<file path="config.mk">
export PLATFORM = sky130hd
export DESIGN_NAME = wide_reg_collector
export DESIGN_NICKNAME = d
export VERILOG_FILES = /design/src/rtl/wrc_pkg.sv /design/src/rtl/wrc_decode.sv /design/src/rtl/wrc_rdlatch.sv /design/src/rtl/wrc_collect.sv /design/src/rtl/wide_reg_collector.sv
export SDC_FILE = /design/constraint.sdc
export NUM_CORES = 1
export LEC_CHECK = 0
export ABC_AREA = 1
export BUFFER_PORTS_ARGS = -buffer_cell sky130_fd_sc_hd__buf_2
export CAP_MARGIN = 20
export CORE_MARGIN = 5
export CORE_UTILIZATION = 59
export DETAILED_ROUTE_END_ITERATION = 10
export PLACE_DENSITY_LB_ADDON = 0.1
export SLEW_MARGIN = 10
export SYNTH_ARGS = -nofsm -noshare
export SYNTH_HDL_FRONTEND = slang
export SYNTH_SLANG_ARGS = --single-unit
export TNS_END_PERCENT = 50
</file>
<file path="constraint.sdc">
create_clock -name clk -period 4.7 [get_ports clk]
set_clock_uncertainty 0.1 [all_clocks]
set_input_delay 0.94 -clock clk [delete_from_list [all_inputs] [get_ports clk]]
set_output_delay 0.94 -clock clk [all_outputs]
set_load 0.005 [all_outputs]
</file>
<file path="src/rtl/wrc_pkg.sv">
package wrc_pkg;
    typedef enum logic [1:0] {
        ACC_WIDE  = 2'd0,
        ACC_SPEC  = 2'd1,
        ACC_PLAIN = 2'd2,
        ACC_MEM   = 2'd3
    } acc_kind_e;
endpackage

</file>
<file path="src/rtl/wrc_decode.sv">
module wrc_decode
    import wrc_pkg::*;
#(
    parameter int          AW         = 16,
    parameter int          IDXW       = 2,
    parameter int          PAGE_SHIFT = 13,
    parameter int unsigned EVQ_OFS    = 32'h400,
    parameter int unsigned TMR_OFS    = 32'h420,
    parameter int unsigned SPC0_OFS   = 32'h830,
    parameter int unsigned SPC1_OFS   = 32'hA10
) (
    input  logic [AW-1:0]   addr,
    output acc_kind_e       kind,
    output logic [IDXW-1:0] idx,
    output logic [AW-1:0]   unit_addr,
    output logic            top_dw,
    output logic            timer_pg0
);
    localparam int PGW = AW - 1 - PAGE_SHIFT;
    localparam logic [AW-1:0] WIDE_MASK = ~AW'((1 << (IDXW + 2)) - 1);
    localparam logic [AW-1:0] MEM_MASK  = ~AW'(7);
    localparam logic [PAGE_SHIFT-1:0] DW_MASK  = ~PAGE_SHIFT'(3);
    localparam logic [PAGE_SHIFT-1:0] BLK_MASK = PAGE_SHIFT'(WIDE_MASK);
    localparam logic [PAGE_SHIFT-1:0] EVQ_L  = PAGE_SHIFT'(EVQ_OFS);
    localparam logic [PAGE_SHIFT-1:0] TMR_L  = PAGE_SHIFT'(TMR_OFS);
    localparam logic [PAGE_SHIFT-1:0] SPC0_L = PAGE_SHIFT'(SPC0_OFS);
    localparam logic [PAGE_SHIFT-1:0] SPC1_L = PAGE_SHIFT'(SPC1_OFS);

    logic [PAGE_SHIFT-1:0] ofs;
    logic [PAGE_SHIFT-1:0] dw_ofs;
    logic [PAGE_SHIFT-1:0] blk_ofs;
    logic [PGW-1:0]        page;
    logic                  unused_low;

    assign unused_low = ^addr[1:0];

    always_comb begin
        ofs       = addr[PAGE_SHIFT-1:0];
        page      = addr[AW-2:PAGE_SHIFT];
        dw_ofs    = ofs & DW_MASK;
        blk_ofs   = ofs & BLK_MASK;
        kind      = ACC_WIDE;
        idx       = addr[2 +: IDXW];
        unit_addr = addr & WIDE_MASK;
        top_dw    = &addr[2 +: IDXW];
        timer_pg0 = 1'b0;
        if (addr[AW-1]) begin
            kind      = ACC_MEM;
            idx       = IDXW'(addr[2]);
            unit_addr = addr & MEM_MASK;
            top_dw    = addr[2];
        end else if (dw_ofs == EVQ_L || dw_ofs == TMR_L) begin
            kind      = ACC_PLAIN;
            timer_pg0 = (dw_ofs == TMR_L) && (page == '0);
        end else if (blk_ofs == SPC0_L || blk_ofs == SPC1_L) begin
            kind = ACC_SPEC;
        end
    end
endmodule

</file>
<file path="src/rtl/wrc_rdlatch.sv">
module wrc_rdlatch
    import wrc_pkg::*;
#(
    parameter int AW   = 16,
    parameter int DW   = 32,
    parameter int WW   = 128,
    parameter int IDXW = 2
) (
    input  logic            clk,
    input  logic            rst_n,
    input  logic            rd_fire,
    input  acc_kind_e       kind,
    input  logic [IDXW-1:0] idx,
    input  logic [AW-1:0]   unit_addr,
    input  logic [WW-1:0]   rf_rd_data,
    output logic            rf_rd_en,
    output logic [DW-1:0]   rdata,
    output logic            rvalid
);
    typedef struct packed {
        logic          held;
        logic [AW-1:0] addr;
        logic [WW-1:0] data;
        logic          rvalid;
        logic [DW-1:0] rdata;
    } lat_t;

    lat_t s_d, s_q;
    logic hit_d;

    always_comb begin
        s_d        = s_q;
        s_d.rvalid = rd_fire;
        rf_rd_en   = 1'b0;
        hit_d      = s_q.held && (s_q.addr == unit_addr);
        if (rd_fire) begin
            if (kind == ACC_PLAIN) begin
                rf_rd_en  = 1'b1;
                s_d.rdata = rf_rd_data[idx*DW +: DW];
            end else if (idx == '0 || !hit_d) begin
                rf_rd_en  = 1'b1;
                s_d.held  = 1'b1;
                s_d.addr  = unit_addr;
                s_d.data  = rf_rd_data;
                s_d.rdata = rf_rd_data[idx*DW +: DW];
            end else begin
                s_d.rdata = s_q.data[idx*DW +: DW];
            end
        end
    end

    always_ff @(posedge clk) begin
        if (!rst_n) s_q <= '0;
        else        s_q <= s_d;
    end

    assign rdata  = s_q.rdata;
    assign rvalid = s_q.rvalid;
endmodule

</file>
<file path="src/rtl/wrc_collect.sv">
module wrc_collect
    import wrc_pkg::*;
#(
    parameter int AW      = 16,
    parameter int DW      = 32,
    parameter int WW      = 128,
    parameter int IDXW    = 2,
    parameter int MEM_NDW = 2
) (
    input  logic            clk,
    input  logic            rst_n,
    input  logic            wr_fire,
    input  acc_kind_e       kind,
    input  logic [IDXW-1:0] idx,
    input  logic [AW-1:0]   unit_addr,
    input  logic            top_dw,
    input  logic            timer_pg0,
    input  logic [DW-1:0]   wdata,
    output logic            wr_en,
    output logic [AW-1:0]   wr_addr,
    output logic [WW-1:0]   wr_data,
    output logic [WW/DW-1:0] wr_strb
);
    localparam int NDW = WW / DW;
    localparam logic [NDW-1:0] FULL_WIDE = '1;
    localparam logic [NDW-1:0] FULL_MEM  = NDW'((1 << MEM_NDW) - 1);

    typedef struct packed {
        logic [NDW-1:0] mask;
        logic [AW-1:0]  addr;
        logic [WW-1:0]  data;
        logic           wen;
        logic [AW-1:0]  waddr;
        logic [WW-1:0]  wdata;
        logic [NDW-1:0] wstrb;
    } col_t;

    col_t s_d, s_q;
    logic           same_d;
    logic [NDW-1:0] held_mask_d;
    logic [WW-1:0]  held_data_d;
    logic [NDW-1:0] merged_mask_d;
    logic [WW-1:0]  merged_data_d;
    logic [NDW-1:0] lane_bit_d;
    logic [NDW-1:0] full_d;

    always_comb begin
        same_d      = (|s_q.mask) && (s_q.addr == unit_addr);
        held_mask_d = same_d ? s_q.mask : '0;
        for (int i = 0; i < NDW; i++) begin
            held_data_d[i*DW +: DW] = held_mask_d[i] ? s_q.data[i*DW +: DW] : '0;
        end
        lane_bit_d    = NDW'(1) << idx;
        merged_mask_d = held_mask_d | lane_bit_d;
        merged_data_d = held_data_d;
        merged_data_d[idx*DW +: DW] = wdata;
        full_d = (kind == ACC_MEM) ? FULL_MEM : FULL_WIDE;

        s_d     = s_q;
        s_d.wen = 1'b0;
        if (wr_fire) begin
            unique case (kind)
                ACC_PLAIN: begin
                    s_d.wen   = 1'b1;
                    s_d.waddr = unit_addr;
                    s_d.wstrb = lane_bit_d;
                    s_d.wdata = '0;
                    s_d.wdata[idx*DW +: DW] = wdata;
                    if (timer_pg0) s_d.mask = '0;
                end
                ACC_SPEC: begin
                    if (top_dw) begin
                        s_d.wen   = 1'b1;
                        s_d.waddr = unit_addr;
                        s_d.wstrb = FULL_WIDE;
                        s_d.wdata = merged_data_d;
                        s_d.mask  = '0;
                    end else if (!((|s_q.mask) && !same_d)) begin
                        s_d.mask = merged_mask_d;
                        s_d.addr = unit_addr;
                        s_d.data = merged_data_d;
                    end
                end
                default: begin
                    if ((merged_mask_d & full_d) == full_d) begin
                        s_d.wen   = 1'b1;
                        s_d.waddr = unit_addr;
                        s_d.wstrb = full_d;
                        s_d.wdata = merged_data_d;
                        s_d.mask  = '0;
                    end else begin
                        s_d.mask = merged_mask_d;
                        s_d.addr = unit_addr;
                        s_d.data = merged_data_d;
                    end
                end
            endcase
        end
    end

    always_ff @(posedge clk) begin
        if (!rst_n) s_q <= '0;
        else        s_q <= s_d;
    end

    assign wr_en   = s_q.wen;
    assign wr_addr = s_q.waddr;
    assign wr_data = s_q.wdata;
    assign wr_strb = s_q.wstrb;
endmodule

</file>
<file path="src/rtl/wide_reg_collector.sv">
module wide_reg_collector
    import wrc_pkg::*;
#(
    parameter int          AW         = 16,
    parameter int          DW         = 32,
    parameter int          WW         = 128,
    parameter int          MEM_NDW    = 2,
    parameter int          PAGE_SHIFT = 13,
    parameter int unsigned EVQ_OFS    = 32'h400,
    parameter int unsigned TMR_OFS    = 32'h420,
    parameter int unsigned SPC0_OFS   = 32'h830,
    parameter int unsigned SPC1_OFS   = 32'hA10
) (
    input  logic            clk,
    input  logic            rst_n,
    input  logic            host_req,
    input  logic            host_wr,
    input  logic [AW-1:0]   host_addr,
    input  logic [DW-1:0]   host_wdata,
    output logic [DW-1:0]   host_rdata,
    output logic            host_rvalid,
    output logic            rf_rd_en,
    output logic [AW-1:0]   rf_rd_addr,
    input  logic [WW-1:0]   rf_rd_data,
    output logic            rf_wr_en,
    output logic [AW-1:0]   rf_wr_addr,
    output logic [WW-1:0]   rf_wr_data,
    output logic [WW/DW-1:0] rf_wr_strb
);
    localparam int NDW  = WW / DW;
    localparam int IDXW = $clog2(NDW);

    acc_kind_e       kind;
    logic [IDXW-1:0] idx;
    logic [AW-1:0]   unit_addr;
    logic            top_dw;
    logic            timer_pg0;
    logic            rd_fire;
    logic            wr_fire;

    assign rd_fire    = host_req && !host_wr;
    assign wr_fire    = host_req && host_wr;
    assign rf_rd_addr = unit_addr;

    wrc_decode #(
        .AW(AW), .IDXW(IDXW), .PAGE_SHIFT(PAGE_SHIFT),
        .EVQ_OFS(EVQ_OFS), .TMR_OFS(TMR_OFS),
        .SPC0_OFS(SPC0_OFS), .SPC1_OFS(SPC1_OFS)
    ) u_decode (
        .addr      (host_addr),
        .kind      (kind),
        .idx       (idx),
        .unit_addr (unit_addr),
        .top_dw    (top_dw),
        .timer_pg0 (timer_pg0)
    );

    wrc_rdlatch #(.AW(AW), .DW(DW), .WW(WW), .IDXW(IDXW)) u_rdlatch (
        .clk        (clk),
        .rst_n      (rst_n),
        .rd_fire    (rd_fire),
        .kind       (kind),
        .idx        (idx),
        .unit_addr  (unit_addr),
        .rf_rd_data (rf_rd_data),
        .rf_rd_en   (rf_rd_en),
        .rdata      (host_rdata),
        .rvalid     (host_rvalid)
    );

    wrc_collect #(.AW(AW), .DW(DW), .WW(WW), .IDXW(IDXW), .MEM_NDW(MEM_NDW)) u_collect (
        .clk       (clk),
        .rst_n     (rst_n),
        .wr_fire   (wr_fire),
        .kind      (kind),
        .idx       (idx),
        .unit_addr (unit_addr),
        .top_dw    (top_dw),
        .timer_pg0 (timer_pg0),
        .wdata     (host_wdata),
        .wr_en     (rf_wr_en),
        .wr_addr   (rf_wr_addr),
        .wr_data   (rf_wr_data),
        .wr_strb   (rf_wr_strb)
    );
endmodule

</file>
==> results.tsv <==
metric	value	unit
crit_family	buffers and inverters	
dp_hpwl	53400	µm
holdBufCountCts	0	
min_period_over_period	88.7	%
remaining_drc_errors	0	
cp_max_fo	10	
endpoint_kind	output pin	
post_cts_buffers	0	
ys_warn_count	0	
grt_pass1_vias	25200	
coreArea	46500	µm²
antenna_found_initial	20	
gp_congestion	0.899	
fmax	0.240	GHz
vias	28600	
rows	79	
final_cell_mix	nand2_1, nor2_1, dfxtp_1	
grt_max_degree	213	
grtUsageTotal	32.4	%
avgSynthCellArea	6.21	µm²
worstSetupPathType	input port to output pin	
wl_per_cell	17.5	µm
ant_nets	0	
setup_violations	0	
cts_tree	built	
clkSinkCount	466	
p_leak	13.7	nW
cts_made_buffers	52	
async_flop_share	0	%
drive_above_1_share	11.7	%
nNetsFinal	4560	
synth_edf_count	0	
maxCapViolations	0	
p_total	9.66	mW
die_y	227	µm
arrival	3.13	ns
worst_pin_slew	1.10	ns
drt-pass1-iter-count	6	
fin_crit	4.17	ns
cpMostUsedCell	nand2_1	
path_cells	buf_2 -> inv_1 -> nand2_1 -> nor3_1 -> nand3_1 -> nand2_1 -> ha_2 -> clkinv_1 -> nand3_1 -> nand2_1 -> inv_1 -> buf_2	
path_buf_inv	5	
synthFlopType	dfxtp_1	
rsz0062_at_grt	no	
die_x	227	µm
pin_count	379	
synthesis.area	27700	µm²
clockRootBuffer	clkbuf_16	
clkTransAtPathRegs	0.06	ns
fin_setup_tns	0	ns
synth_cells	4455	
relSlewSlack	27.0	%
ys_ff_latch	466	
final_hold_viol_count	0	
cts_max_level	2	
cts.repair.resized	0	
io_buffers	370	
clk_latency	0.60	ns
yosysSeqAreaShare	33.7	%
initial_core_util	59.6	%
dieArea	51300	µm²
synth_cell_type_count	33	
areaGrowthSynthToFinish	7.16	%
drv_slew	0	
status	finished, final reports clean	
critPathLaunchType	input port	
grt_pass1_wl	136000	µm
via_per_inst	5.69	
crit_required	3.66	ns
ir_drop	0.297	mV
layout_commonest_cell	nand2_1	
dr.first_iter.drc_count	3655	
grt_overflow	0	
crit_slowest_cell	clkinv_1	
cpPeakStageDelay	0.39	ns
clk_path_buf_depth	3	
wirelength	88100	µm
hold_class	register to register	
powerDensity	326	nW/µm²
[final cells by class]
cell class / instances / area (µm²)
Clock buffer: 82 / 1520
Inverter: 370 / 1400
Clock inverter: 13 / 150
Antenna cell: 5 / 12.5
Timing Repair Buffer: 420 / 2390
Multi-Input combinational cell: 3059 / 14100
Sequential cell: 466 / 9330
Fill cell: 4624 / 16800
Tap cell: 607 / 759
[synth_stat cells (2+ instances only)]
| master | count | area share (%) |
|---|---|---|
| xnor2_1 | 3 | 0.095 |
| xor2_1 | 6 | 0.19 |
| o211ai_1 | 23 | 0.62 |
| a221oi_1 | 21 | 0.66 |
| buf_2 | 65 | 1.2 |
| nor3_1 | 68 | 1.2 |
| nand3_1 | 177 | 3.2 |
| o21bai_1 | 57 | 1.5 |
| a21oi_1 | 256 | 4.6 |
| o22ai_1 | 81 | 1.8 |
| nor2_2 | 2 | 0.045 |
| o21ai_0 | 251 | 4.5 |
| o31ai_1 | 57 | 1.5 |
| dfxtp_1 | 466 | 34 |
| inv_1 | 362 | 4.9 |
| clkbuf_1 | 272 | 3.7 |
| clkinv_1 | 2 | 0.027 |
| buf_4 | 200 | 5.4 |
| nor4_1 | 2 | 0.045 |
| nor2_1 | 708 | 9.6 |
| ha_1 | 11 | 0.50 |
| buf_1 | 28 | 0.38 |
| inv_2 | 6 | 0.081 |
| nand4_1 | 203 | 4.6 |
| o221ai_1 | 18 | 0.57 |
| nand2_1 | 1103 | 15 |
[logic make-up (layout without fill, tap and decap cells)]
kind of cell / Yosys count / after routing / share of synthesized area [%]
other: 1 / 11 / 0.0135
AO/OA/AOI/OAI: 765 / 765 / 16.0
AND/OR/NAND/NOR: 2268 / 2268 / 33.8
adder cells (fa/ha/maj): 11 / 11 / 0.497
flip-flops: 466 / 466 / 33.7
XOR/XNOR: 9 / 9 / 0.285
buffers and inverters: 935 / 885 / 15.7
[worst reg2reg max path, cell delays in order, from the launching register on]
cell,delay [ns]
dfxtp_1,0.46
nor2_1,0.18
nand2_2,0.13
nand4_1,0.15
nand2_1,0.09
nand2_1,0.11
nand2_4,0.09
nand3_4,0.08
buf_4,0.57
buf_4,0.95
nand3_1,0.27
a21oi_1,0.19
[layer usage]
metal / track usage, % / up-vias / share of wire (%)
met4: 12.3 / 32 / 4.0
li1: - / 14100 / -
met5: 0 / - / 0.22
met1: 42.2 / 12900 / 40
met2: 51.8 / 1332 / 46
met3: 8.66 / 226 / 10
[state kept, by name, indices dropped and copies added, names as in the netlist]
name,flops
u_rdlatch.rdata,32
u_collect.wr_data,128
u_collect.wr_en,1
u_rdlatch.rvalid,1
u_collect.wr_addr,13
u_collect.s_q,145
u_collect.wr_strb,4
u_rdlatch.s_q,142
[power breakdown]
| group | total [mW] | switching, mW | internal [mW] |
|---|---|---|---|
| clock | 4.05 | 1.68 | 2.37 |
| sequential | 4.22 | 0.0901 | 4.13 |
| combinational | 1.39 | 0.980 | 0.408 |
| total | 9.66 | 2.75 | 6.91 |
[through the flow]
step | cells | setup slack, ns | hold slack, ns | util [%] | area [µm²]
2_1_floorplan | 4460 | 0.745 | 0.329 | - | 27700
3_3_place_gp | 4921 | 0.512 | 0.343 | 60.2 | 28000
3_5_place_dp | 4921 | 0.503 | 0.347 | 60.2 | 28000
4_1_cts | 5016 | 0.556 | 0.357 | 63.8 | 29600
5_1_grt | 5018 | 0.362 | 0.371 | 63.8 | 29600
6_report | 5022 | 0.532 | 0.359 | 63.8 | 29700
[worst paths after layout]
| path | startpoint | to | slack [ns] | cells past startpoint |
|---|---|---|---|---|
| worst min-delay path | u_collect.s_q[200] | u_collect.s_q[200] | 0.36 | 2 |
| worst max-delay path | host_addr[6] | rf_rd_en | 0.53 | 12 |
| worst min register to register | u_collect.s_q[200] | u_collect.s_q[200] | 0.36 | 2 |
| worst max register to register | u_collect.s_q[295] | u_collect.s_q[194] | 1.28 | 11 |
No activity file was read; power rests on OpenSTA's default activity.
